--- config.mk ---
export PLATFORM = sky130hd
export DESIGN_NAME = toggle_poller
export DESIGN_NICKNAME = d
export VERILOG_FILES = /design/src/rtl/toggle_poller_pkg.sv /design/src/rtl/toggle_poller_dp.sv /design/src/rtl/toggle_poller_ctrl.sv /design/src/rtl/toggle_poller.sv
export SDC_FILE = /design/constraint.sdc
export NUM_CORES = 1
export LEC_CHECK = 0
export ABC_AREA = 1
export BUFFER_PORTS_ARGS = -buffer_cell sky130_fd_sc_hd__buf_2
export CORE_UTILIZATION = 40
export CTS_CLUSTER_SIZE = 14
export DETAILED_ROUTE_END_ITERATION = 10
export HOLD_SLACK_MARGIN = 0.06
export PLACE_DENSITY = 0.67
export SLEW_MARGIN = 20
export SYNTH_ARGS = -nofsm -noshare
export SYNTH_HDL_FRONTEND = slang
export SYNTH_SLANG_ARGS = --single-unit
--- constraint.sdc ---
create_clock -name clk -period 2.9 [get_ports clk]
set_input_delay 0.58 -clock clk [delete_from_list [all_inputs] [get_ports clk]]
set_output_delay 0.58 -clock clk [all_outputs]
set_load 0.05 [all_outputs]
--- src/rtl/toggle_poller_pkg.sv ---
package toggle_poller_pkg;

  typedef enum logic [2:0] {
    S_IDLE,
    S_RD_A,
    S_RD_B,
    S_RECHK_A,
    S_RECHK_B,
    S_RST_WR
  } pollState_t;

  typedef struct packed {
    logic clrRun;   // new run accepted
    logic capPrev;  // store bit 6 of current read
    logic incIter;  // count a toggling pair with timeout flag low
    logic setOk;    // completion seen
    logic setFail;  // failure decided
  } pollStb_t;

  localparam int TOGGLE_BIT  = 6;
  localparam int TIMEOUT_BIT = 5;

endpackage

--- src/rtl/toggle_poller_dp.sv ---
module toggle_poller_dp
  import toggle_poller_pkg::*;
#(
  parameter int MAX_ITER = 8
) (
  input  logic     clk,
  input  logic     rst_n,
  input  logic     start,
  input  pollStb_t stb,
  input  logic     curBit,
  output logic     prevBit,
  output logic     iterHit,
  output logic     doneOk,
  output logic     doneFail,
  output logic     errSticky
);

  localparam int ITER_W = (MAX_ITER > 1) ? $clog2(MAX_ITER) : 1;

  always_ff @(posedge clk or negedge rst_n) begin
    if (!rst_n) begin
      prevBit   <= 1'b0;
      doneOk    <= 1'b0;
      doneFail  <= 1'b0;
      errSticky <= 1'b0;
    end else begin
      doneOk   <= stb.setOk;
      doneFail <= stb.setFail;
      if (stb.capPrev) prevBit <= curBit;
      if (stb.clrRun)       errSticky <= 1'b0;
      else if (stb.setFail) errSticky <= 1'b1;
    end
  end

  generate
    if (MAX_ITER > 0) begin : g_iter
      logic [ITER_W-1:0] iterCnt;
      always_ff @(posedge clk or negedge rst_n) begin
        if (!rst_n)           iterCnt <= '0;
        else if (stb.clrRun)  iterCnt <= '0;
        else if (stb.incIter) iterCnt <= iterCnt + 1'b1;
      end
      assign iterHit = (iterCnt == ITER_W'(MAX_ITER - 1));


      iter_range_chk: assert property (@(posedge clk) disable iff (!rst_n)
        iterCnt <= ITER_W'(MAX_ITER - 1));
    end else begin : g_noiter
      assign iterHit = 1'b0;
    end
  endgenerate


  sticky_clear_chk: assert property (@(posedge clk) disable iff (!rst_n)
    $fell(errSticky) |-> $past(start));


  done_excl_chk: assert property (@(posedge clk) disable iff (!rst_n)
    !(doneOk && doneFail));

endmodule

--- src/rtl/toggle_poller_ctrl.sv ---
module toggle_poller_ctrl
  import toggle_poller_pkg::*;
(
  input  logic       clk,
  input  logic       rst_n,
  input  logic       start,
  input  logic       abort,
  input  logic       busReady,
  input  logic [7:0] busRdata,
  input  logic       prevBit,
  input  logic       iterHit,
  output pollStb_t   stb,
  output logic       busReq,
  output logic       busWe,
  output logic       busy
);

  pollState_t state, nextState;

  logic sameBit;
  assign sameBit = (busRdata[TOGGLE_BIT] == prevBit);

  always_comb begin
    nextState = state;
    stb       = '0;
    if (abort) begin
      nextState = S_IDLE;
    end else begin
      unique case (state)
        S_IDLE: if (start) begin
          stb.clrRun = 1'b1;
          nextState  = S_RD_A;
        end
        S_RD_A: if (busReady) begin
          stb.capPrev = 1'b1;
          nextState   = S_RD_B;
        end
        S_RD_B: if (busReady) begin
          if (sameBit) begin
            stb.setOk = 1'b1;
            nextState = S_IDLE;
          end else if (busRdata[TIMEOUT_BIT]) begin
            nextState = S_RECHK_A;
          end else if (iterHit) begin
            stb.setFail = 1'b1;
            nextState   = S_RST_WR;
          end else begin
            stb.incIter = 1'b1;
            nextState   = S_RD_A;
          end
        end
        S_RECHK_A: if (busReady) begin
          stb.capPrev = 1'b1;
          nextState   = S_RECHK_B;
        end
        S_RECHK_B: if (busReady) begin
          if (sameBit) begin
            stb.setOk = 1'b1;
            nextState = S_IDLE;
          end else begin
            stb.setFail = 1'b1;
            nextState   = S_RST_WR;
          end
        end
        S_RST_WR: if (busReady) nextState = S_IDLE;
        default: nextState = S_IDLE;
      endcase
    end
  end

  always_ff @(posedge clk or negedge rst_n) begin
    if (!rst_n) state <= S_IDLE;
    else        state <= nextState;
  end

  assign busReq = (state != S_IDLE);
  assign busWe  = (state == S_RST_WR);
  assign busy   = (state != S_IDLE);


  req_hold_chk: assert property (@(posedge clk) disable iff (!rst_n)
    (busReq && !busReady && !abort) |=> (busReq && $stable(busWe)));


  abort_idle_chk: assert property (@(posedge clk) disable iff (!rst_n)
    abort |=> !busy);

endmodule

--- src/rtl/toggle_poller.sv ---
module toggle_poller
  import toggle_poller_pkg::*;
#(
  parameter int         MAX_ITER = 8,
  parameter logic [7:0] RST_CMD  = 8'hF0
) (
  input  logic       clk,
  input  logic       rst_n,
  input  logic       start,
  input  logic       abort,
  output logic       busReq,
  output logic       busWe,
  output logic [7:0] busWdata,
  input  logic       busReady,
  input  logic [7:0] busRdata,
  output logic       busy,
  output logic       doneOk,
  output logic       doneFail,
  output logic       errSticky
);

  pollStb_t stb;
  logic     prevBit;
  logic     iterHit;

  toggle_poller_ctrl u_ctrl (
    .clk      (clk),
    .rst_n    (rst_n),
    .start    (start),
    .abort    (abort),
    .busReady (busReady),
    .busRdata (busRdata),
    .prevBit  (prevBit),
    .iterHit  (iterHit),
    .stb      (stb),
    .busReq   (busReq),
    .busWe    (busWe),
    .busy     (busy)
  );

  toggle_poller_dp #(.MAX_ITER(MAX_ITER)) u_dp (
    .clk       (clk),
    .rst_n     (rst_n),
    .start     (start),
    .stb       (stb),
    .curBit    (busRdata[TOGGLE_BIT]),
    .prevBit   (prevBit),
    .iterHit   (iterHit),
    .doneOk    (doneOk),
    .doneFail  (doneFail),
    .errSticky (errSticky)
  );

  assign busWdata = busWe ? RST_CMD : 8'h00;


  fail_write_chk: assert property (@(posedge clk) disable iff (!rst_n)
    doneFail |-> (busReq && busWe));

endmodule

Word level (Yosys, flattened, before mapping)
Index checks and enable logic that the tools add are counted.
Widths: inputs -> output; s select.
{ "classes": {"add_sub_neg": 1, "eq_ne": 13, "muxes": 34, "n_reduce_logical": 6} }
{ "op_table": {"columns": ["op", "n"], "rows": [
  ["$mux 3", 14],
  ["$pmux 3 s6", 1],
  ["$mux 1", 15],
  ["$ne 3x3->1 const B", 5],
  ["$eq 3x3->1 const B", 3],
  ["$mux 8", 1],
  ["$eq 3x2->1 const B", 2],
  ["$reduce_and 6->1", 1],
  ["$mux 5", 1],
  ["$pmux 2 s2", 1],
  ["$reduce_bool 2->1", 2],
  ["$add 3x1->3 const B", 1],
  ["$eq 3x1->1 const B", 1],
  ["$logic_not 3->1", 1],
  ["$ne 3x2->1 const B", 1],
  ["$reduce_bool 3->1", 1],
  ["$mux 2", 1],
  ["$reduce_or 2->1", 1],
  ["$eq 1x1->1", 1]
]} }
{ "word_totals": {"ff_bits": 10, "word_cells": 60, "out_inout_bits": 14, "in_bits": 13} }

Logic depth before layout (Yosys ltp)
Gate-level depths: netlist of the first run.
{ "depth": {"ltp_word": 9, "mapped_depth": 10} }

Modules after synthesis
From an unflattened synthesis of the first run, not the netlist that was laid out.
{ "unflattened": {"hier_cells": 95, "hier_area_um2": 684.4} }
{ "modules_own_cells": {"columns": ["mod", "area_each_um2", "cells_per_inst", "instances"], "rows": [
  ["toggle_poller_ctrl", 352.8, 60, 1],
  ["toggle_poller_dp", 267.8, 26, 1],
  ["toggle_poller", 63.8, 9, 1]
]} }

Worst setup path before layout of the first run
OpenSTA, ideal clock, no wires.
{ "synth_path": {"path_kind": "register to output", "start": "register u_ctrl.state[1]", "end": "output busWdata[4]", "arrival_ns": 1.398, "required_ns": 2.320, "setup_slack_ns": 0.922, "path_stages_with_launch": 5, "cell_sequence": "dfrtp_1 -> inv_1 -> nand2_1 -> nor2_2 -> buf_4"} }
{ "synth_via": {"elab_chain_len": 2} }
{ "synth_lines": {"columns": ["element", "line", "rtl"], "rows": [
  ["start: declaration", "toggle_poller_ctrl.sv:18", "pollState_t state, nextState;"],
  ["start signal: assignment", "toggle_poller_ctrl.sv:73", "else state <= nextState;"],
  ["$eq 3x3->1", "toggle_poller_ctrl.sv:77", "assign busWe = (state == S_RST_WR);"],
  ["net busWe", "toggle_poller.sv:12", "output logic busWe,"],
  ["$mux 8", "toggle_poller.sv:54", "assign busWdata = busWe ? RST_CMD : 8'h00;"],
  ["end: declaration", "toggle_poller.sv:13", "output logic [7:0] busWdata,"]
]} }
The timed path passes the listed nets, and every way through them passes these cells.

Worst setup path after layout of the first run
{ "layout_path": {"start": "register u_ctrl.state[1]", "end": "output busWdata[5]"} }
{ "layout_via": {"elab_chain_len": 2} }
{ "layout_lines": {"columns": ["element", "line"], "rows": [
  ["$eq 3x3->1", "toggle_poller_ctrl.sv:77"],
  ["$mux 8", "toggle_poller.sv:54"]
]} }
Every way passes these cells.

==> flow_summary.ini, run 1 <==
[detailed_routing]
drcViolationCount = 0
viasPerCell = 4.447
wl_per_cell_um = 9.224
drtIter0Drc = 20
drt-total-wl_um = 1402
firstDrtPassIters = 4
ant_nets = 0
vias = 676

[synthesis]
syn_avg_cell_area_um2 = 6.574
yosysSeqAreaShare = 0.3339
ys.flop_type = dfrtp_1
synth_edf_count = 0
synth_area_um2 = 749.5
ys_top_cells_by_area = dfrtp_1 (33%), nand2_1 (16%), buf_4 (9.0%)
synth_top_area_cell = dfrtp_1
ys_async_sr_fraction = 1.000
synth_commonest_cells = nand2_1 (32), nor2_1 (14), inv_1 (13)
yosysWarnings = 0
synth.distinct_cells = 18
netlist_instances = 114
yosys.cell_count.top_type = nand2_1
synth-seq-cells = 10
synth_top_area_share = 0.3339

[worst_setup_path]
required_ns = 2.32
start_kind = flop
worstSetupPathType = reg -> out
worstSetupEndpointType = output pin
crit_fanout = 7
cp.arrival_ns = 1.41

[cells_and_area]
fill_cells = 184
nNetsFinal = 143
area_growth_pct = 10.68
diodes = 0
drive_gt1_frac = 0.2598

[cts]
clk_path_buf_depth = 2
cts_setup_buffers = 0
cts_resized = 0
cts_tree = yes
clk-insertion-delay-late_ns = 0.27
ctsHoldBuffers = 0
clkTransAtPathRegs_ns = 0.07
cts_buffers = 3
root_buffer = clkbuf_4
cts.sinks = 10
htree_levels = 1

[timing]
fin_crit_sh = 0.6857
hold_ws_ns = 0.1628
hold_viol_final = 0
slew_viol_final = 0
clock_skew_ns = 0.001033
setup_viol = 0
rsz0062_at_grt = false
tns_ns = 0
min_period_ns = 1.989
fmax_mhz = 502.9

[job]
drv_cap = 0

[pwr]
finalPower_uw = 727.8
p_per_area_nw_per_um2 = 877.3
vdd_drop_max_mv = 0.4773
p_leak_nw = 0.4943

[global_route]
track_usage = 0.1700
grt_first_pass_wirelength_um = 2421
grt_pass1_vias = 586
overflow = 0
grt_start_max_net_pins = 11
antenna_found_initial = 0

[outcome]
status = finished, final reports clean

[floorplanning]
io_pins = 27
start_util = 0.4294
fp.coreArea_um2 = 1745
die_h_um = 45.29
die_w_um = 45.29
rows = 15
die_area_um2 = 2051

[placed_design]
numPortBuffers = 16
dpl.hpwl_um = 1142
place_congestion = 0.8758

[min_path]
hp-class = in -> async
-- state kept, by name, summed over array words and instances, names as in the netlist --
register	count
u_dp.doneOk	1
u_dp.errSticky	1
u_dp.doneFail	1
u_dp.prevBit	1
u_dp.g_iter.iterCnt	3
u_ctrl.state	3
-- path summary, 6_finish.rpt --
kind	startpoint	end	slack, ns	cells past startpoint
hold / removal	rst_n	u_dp.g_iter.iterCnt[2]	0.16	1
setup reg to reg	u_dp.g_iter.iterCnt[0]	u_dp.g_iter.iterCnt[2]	1.44	8
hold reg to reg	u_dp.g_iter.iterCnt[1]	u_dp.g_iter.iterCnt[1]	0.50	2
setup / recovery	u_ctrl.state[1]	busWdata[5]	0.91	4
min in group clk	u_dp.g_iter.iterCnt[1]	u_dp.g_iter.iterCnt[1]	0.50	2
max in group asynchronous	rst_n	u_ctrl.state[2]	2.54	1
-- where the power goes --
part           switching, mW  total [mW]  internal [mW]
clock network         0.0543       0.131         0.0763
registers             0.0468       0.227          0.180
logic                  0.268       0.370          0.102
total                  0.369       0.728          0.359
-- placed cells by master, fill, tap and decap left out, types with 2 or more instances in the layout --
master / n
nand2_2: 4
conb_1: 4
clkbuf_4: 3
nor3_1: 2
dfrtp_1: 10
nand2_1: 32
a21oi_1: 2
nor2_1: 14
nand3_1: 12
buf_2: 16
inv_2: 5
ha_1: 2
inv_1: 13
nor2_2: 3
-- kinds of logic after synthesis --
group	synth area share
simple gates	0.3957
buf+inv	0.1953
flops	0.3339
compound gates	0.03672
fa+ha+maj	0.03338
other cells	0.005004
-- metal layers --
metal / global-route usage / vias up / wire length [um]
met5: 0 / - / 0
met4: 0.1091 / 0 / 33
met3: 0.03600 / 4 / 74
met2: 0.2754 / 27 / 656
met1: 0.2025 / 284 / 638
li1: - / 361 / -
-- worst max-delay path, stage by stage, from the launching register on --
cell	delay [ns]
dfrtp_1	0.46
inv_1	0.10
nand2_1	0.08
nor2_2	0.19
buf_2	0.30
-- cell type report --
| class | instances | area (um^2) | area share |
|---|---|---|---|
| clock buffer | 4 | 36.28 | 0.04374 |
| sequential | 10 | 250.2 | 0.3017 |
| tap | 25 | 31.28 | 0.03771 |
| multi-input combinational | 79 | 364.1 | 0.4389 |
| inverter | 18 | 67.56 | 0.08145 |
| timing repair buffer | 16 | 80.08 | 0.09653 |
-- per-stage QoR --
| step | cell area, um^2 | instances | setup WS (ns) | util |
|---|---|---|---|---|
| after floorplan | 760.7 | 117 | 0.9222 | - |
| after global placement | 793.3 | 148 | 1.221 | 0.4545 |
| after detailed placement | 793.3 | 148 | 1.191 | 0.4545 |
| after CTS | 829.5 | 152 | 0.8928 | 0.4753 |
| after global routing | 829.5 | 152 | 0.7852 | 0.4753 |
| final | 829.5 | 152 | 0.9113 | 0.4753 |
No activity file was read; power rests on OpenSTA's default activity.
==> run 2, diff against run 1 <==
Settings changed: PLACE_DENSITY 0.67 to 0.69.
Clock period 2.9 ns to 1.7 ns, I/O delays scaled along.
==> run 2 against run 1 <==
  * Core utilization rose by 0.86 points
  * Final cell count unchanged
  * Register-to-register slack worse by 1.2 ns
  * Via count is 1.3% higher
  * Sequential power rose by 72%
  * Highest routed layer unchanged
==> flow_summary.ini, run 2 (same netlist as run 1, synthesis figures left out) <==
[pwr]
p_per_area_nw_per_um2 = 1399
internal_power_uw = 569.9
clockPowerShare = 0.133
p_leak_nw = 0.4894
seqPwrFrac = 0.330
pwr-share-comb = 0.537
swShare = 0.5176
finalPower_mw = 1.181
vdd_drop_max_mv = 0.6483
p_sw_uw = 611.4

[detailed_routing]
drcViolationCount = 0
vias = 685
route.met3.wl_um = 43
viasPerCell = 4.507
firstDrtPassIters = 4
wl_met1_um = 633
ant_nets = 0
wl_per_cell_um = 8.855
met2_length_um = 656
routed.top_layer = met4
drt-total-wl_um = 1346
drtIter0Drc = 15

[cells_and_area]
area_growth_pct = 12.69
layout_common_cells = nand2_1 (32), nor2_1 (14), inv_1 (13)
largestRegisters = u_ctrl.state x3, u_dp.g_iter.iterCnt x3
nNetsFinal = 144
drive_gt1_frac = 0.2598
final_cells = 152
mostFrequentLayoutCell = nand2_1
diodes = 0

[placed_design]
place_congestion = 0.9026
post-place-ws_ns = 0.2653
numPortBuffers = 16
dpl.hpwl_um = 1097
place_inst = 148

[global_route]
track_usage = 0.1573
grt_first_pass_wirelength_um = 2277
overflow = 0
grt_start_max_net_pins = 11
antenna_found_initial = 0
grt_pass1_vias = 579

[cts]
htree_levels = 1
clk-insertion-delay-late_ns = 0.25
cts_tree = yes
cts.sinks = 10
cts_setup_buffers = 0
cts_buffers = 3
clkTransAtPathRegs_ns = 0.06
root_buffer = clkbuf_4
clk_path_buf_depth = 2

[timing]
rsz0062_at_grt = true
min_period_ns = 1.622
slew_viol_final = 0
fin_ws_ns = 0.07787
clock_skew_ns = 0.0007394
fmax_mhz = 616.5
setup_viol = 0
hold_viol_final = 0
fin_crit_sh = 0.9542

[worst_setup_path]
required_ns = 1.36
worstSetupEndpointType = output pin
crit_fanout = 7
start_kind = flop
cp.arrival_ns = 1.28
worstSetupPathType = reg -> out

[floorplanning]
die_area_um2 = 2051
rows = 15
die_w_um = 45.29
die_h_um = 45.29
start_util = 0.4294
io_pins = 27
fp.coreArea_um2 = 1745

[job]
drv_cap = 0

[min_path]
hp-class = in -> reg

[outcome]
status = finished, final reports clean
==> run 2: repair_timing <==
item / CTS / global route
resized for setup: 0 / 11
endpoints found under the setup margin: 0 / 5
hold endpoints to repair: 10 / 0
hold buffers: 1 / 0
==> run 2: path summary, 6_finish.rpt <==
kind	endpoint	startpoint	slack, ns	cells after the start
hold / removal	u_dp.prevBit	busRdata[6]	0.36	3
min in group asynchronous	u_ctrl.state[2]	rst_n	0.47	2
setup reg to reg	u_dp.g_iter.iterCnt[2]	u_dp.g_iter.iterCnt[0]	0.27	8
hold reg to reg	u_dp.g_iter.iterCnt[1]	u_dp.g_iter.iterCnt[1]	0.49	2
setup / recovery	busWdata[4]	u_ctrl.state[1]	0.08	4
max in group asynchronous	u_ctrl.state[1]	rst_n	1.01	2
==> run 2: layout make-up <==
type	instances	area, um^2
Clock buffer	3	22.52
Timing Repair Buffer	17	102.6
Multi-Input combinational cell	79	369.1
Tap cell	25	31.28
Inverter	18	67.56
Sequential cell	10	251.5
Fill cell	176	900.9
==> run 2: power by group through the flow <==
stage	sequential [mW]	clock, mW	combinational [mW]
after floorplan	0.373	0	0.582
after global placement	0.390	0	0.624
after CTS	0.388	0.163	0.634
final	0.390	0.157	0.634
after global routing	0.403	0.171	0.717
after detailed placement	0.393	0	0.631
==> run 2: worst max-delay path, stage by stage, from the launching register on <==
cell and delay [ns]:
dfrtp_2 0.46, inv_1 0.08, nand2_1 0.09, nor2_4 0.17, buf_4 0.22
==> run 2: metrics by stage <==
step | hold WS, ns | area, um^2 | util | TNS, ns
floorplan | 0.04441 | 765.7 | - | 0
global placement | 0.2183 | 798.3 | 0.4573 | 0
detailed placement | 0.2231 | 798.3 | 0.4573 | 0
CTS | 0.3562 | 830.8 | 0.4760 | 0
global route | 0.3716 | 844.6 | 0.4839 | -0.07173
finish | 0.3581 | 844.6 | 0.4839 | 0
==> run 2: per-layer routing <==
layer / GRT usage / vias to the layer above
li1: - / 361
met1: 0.1950 / 309
met2: 0.2406 / 13
met3: 0.02800 / 2
met4: 0.1212 / 0
met5: 0 / -
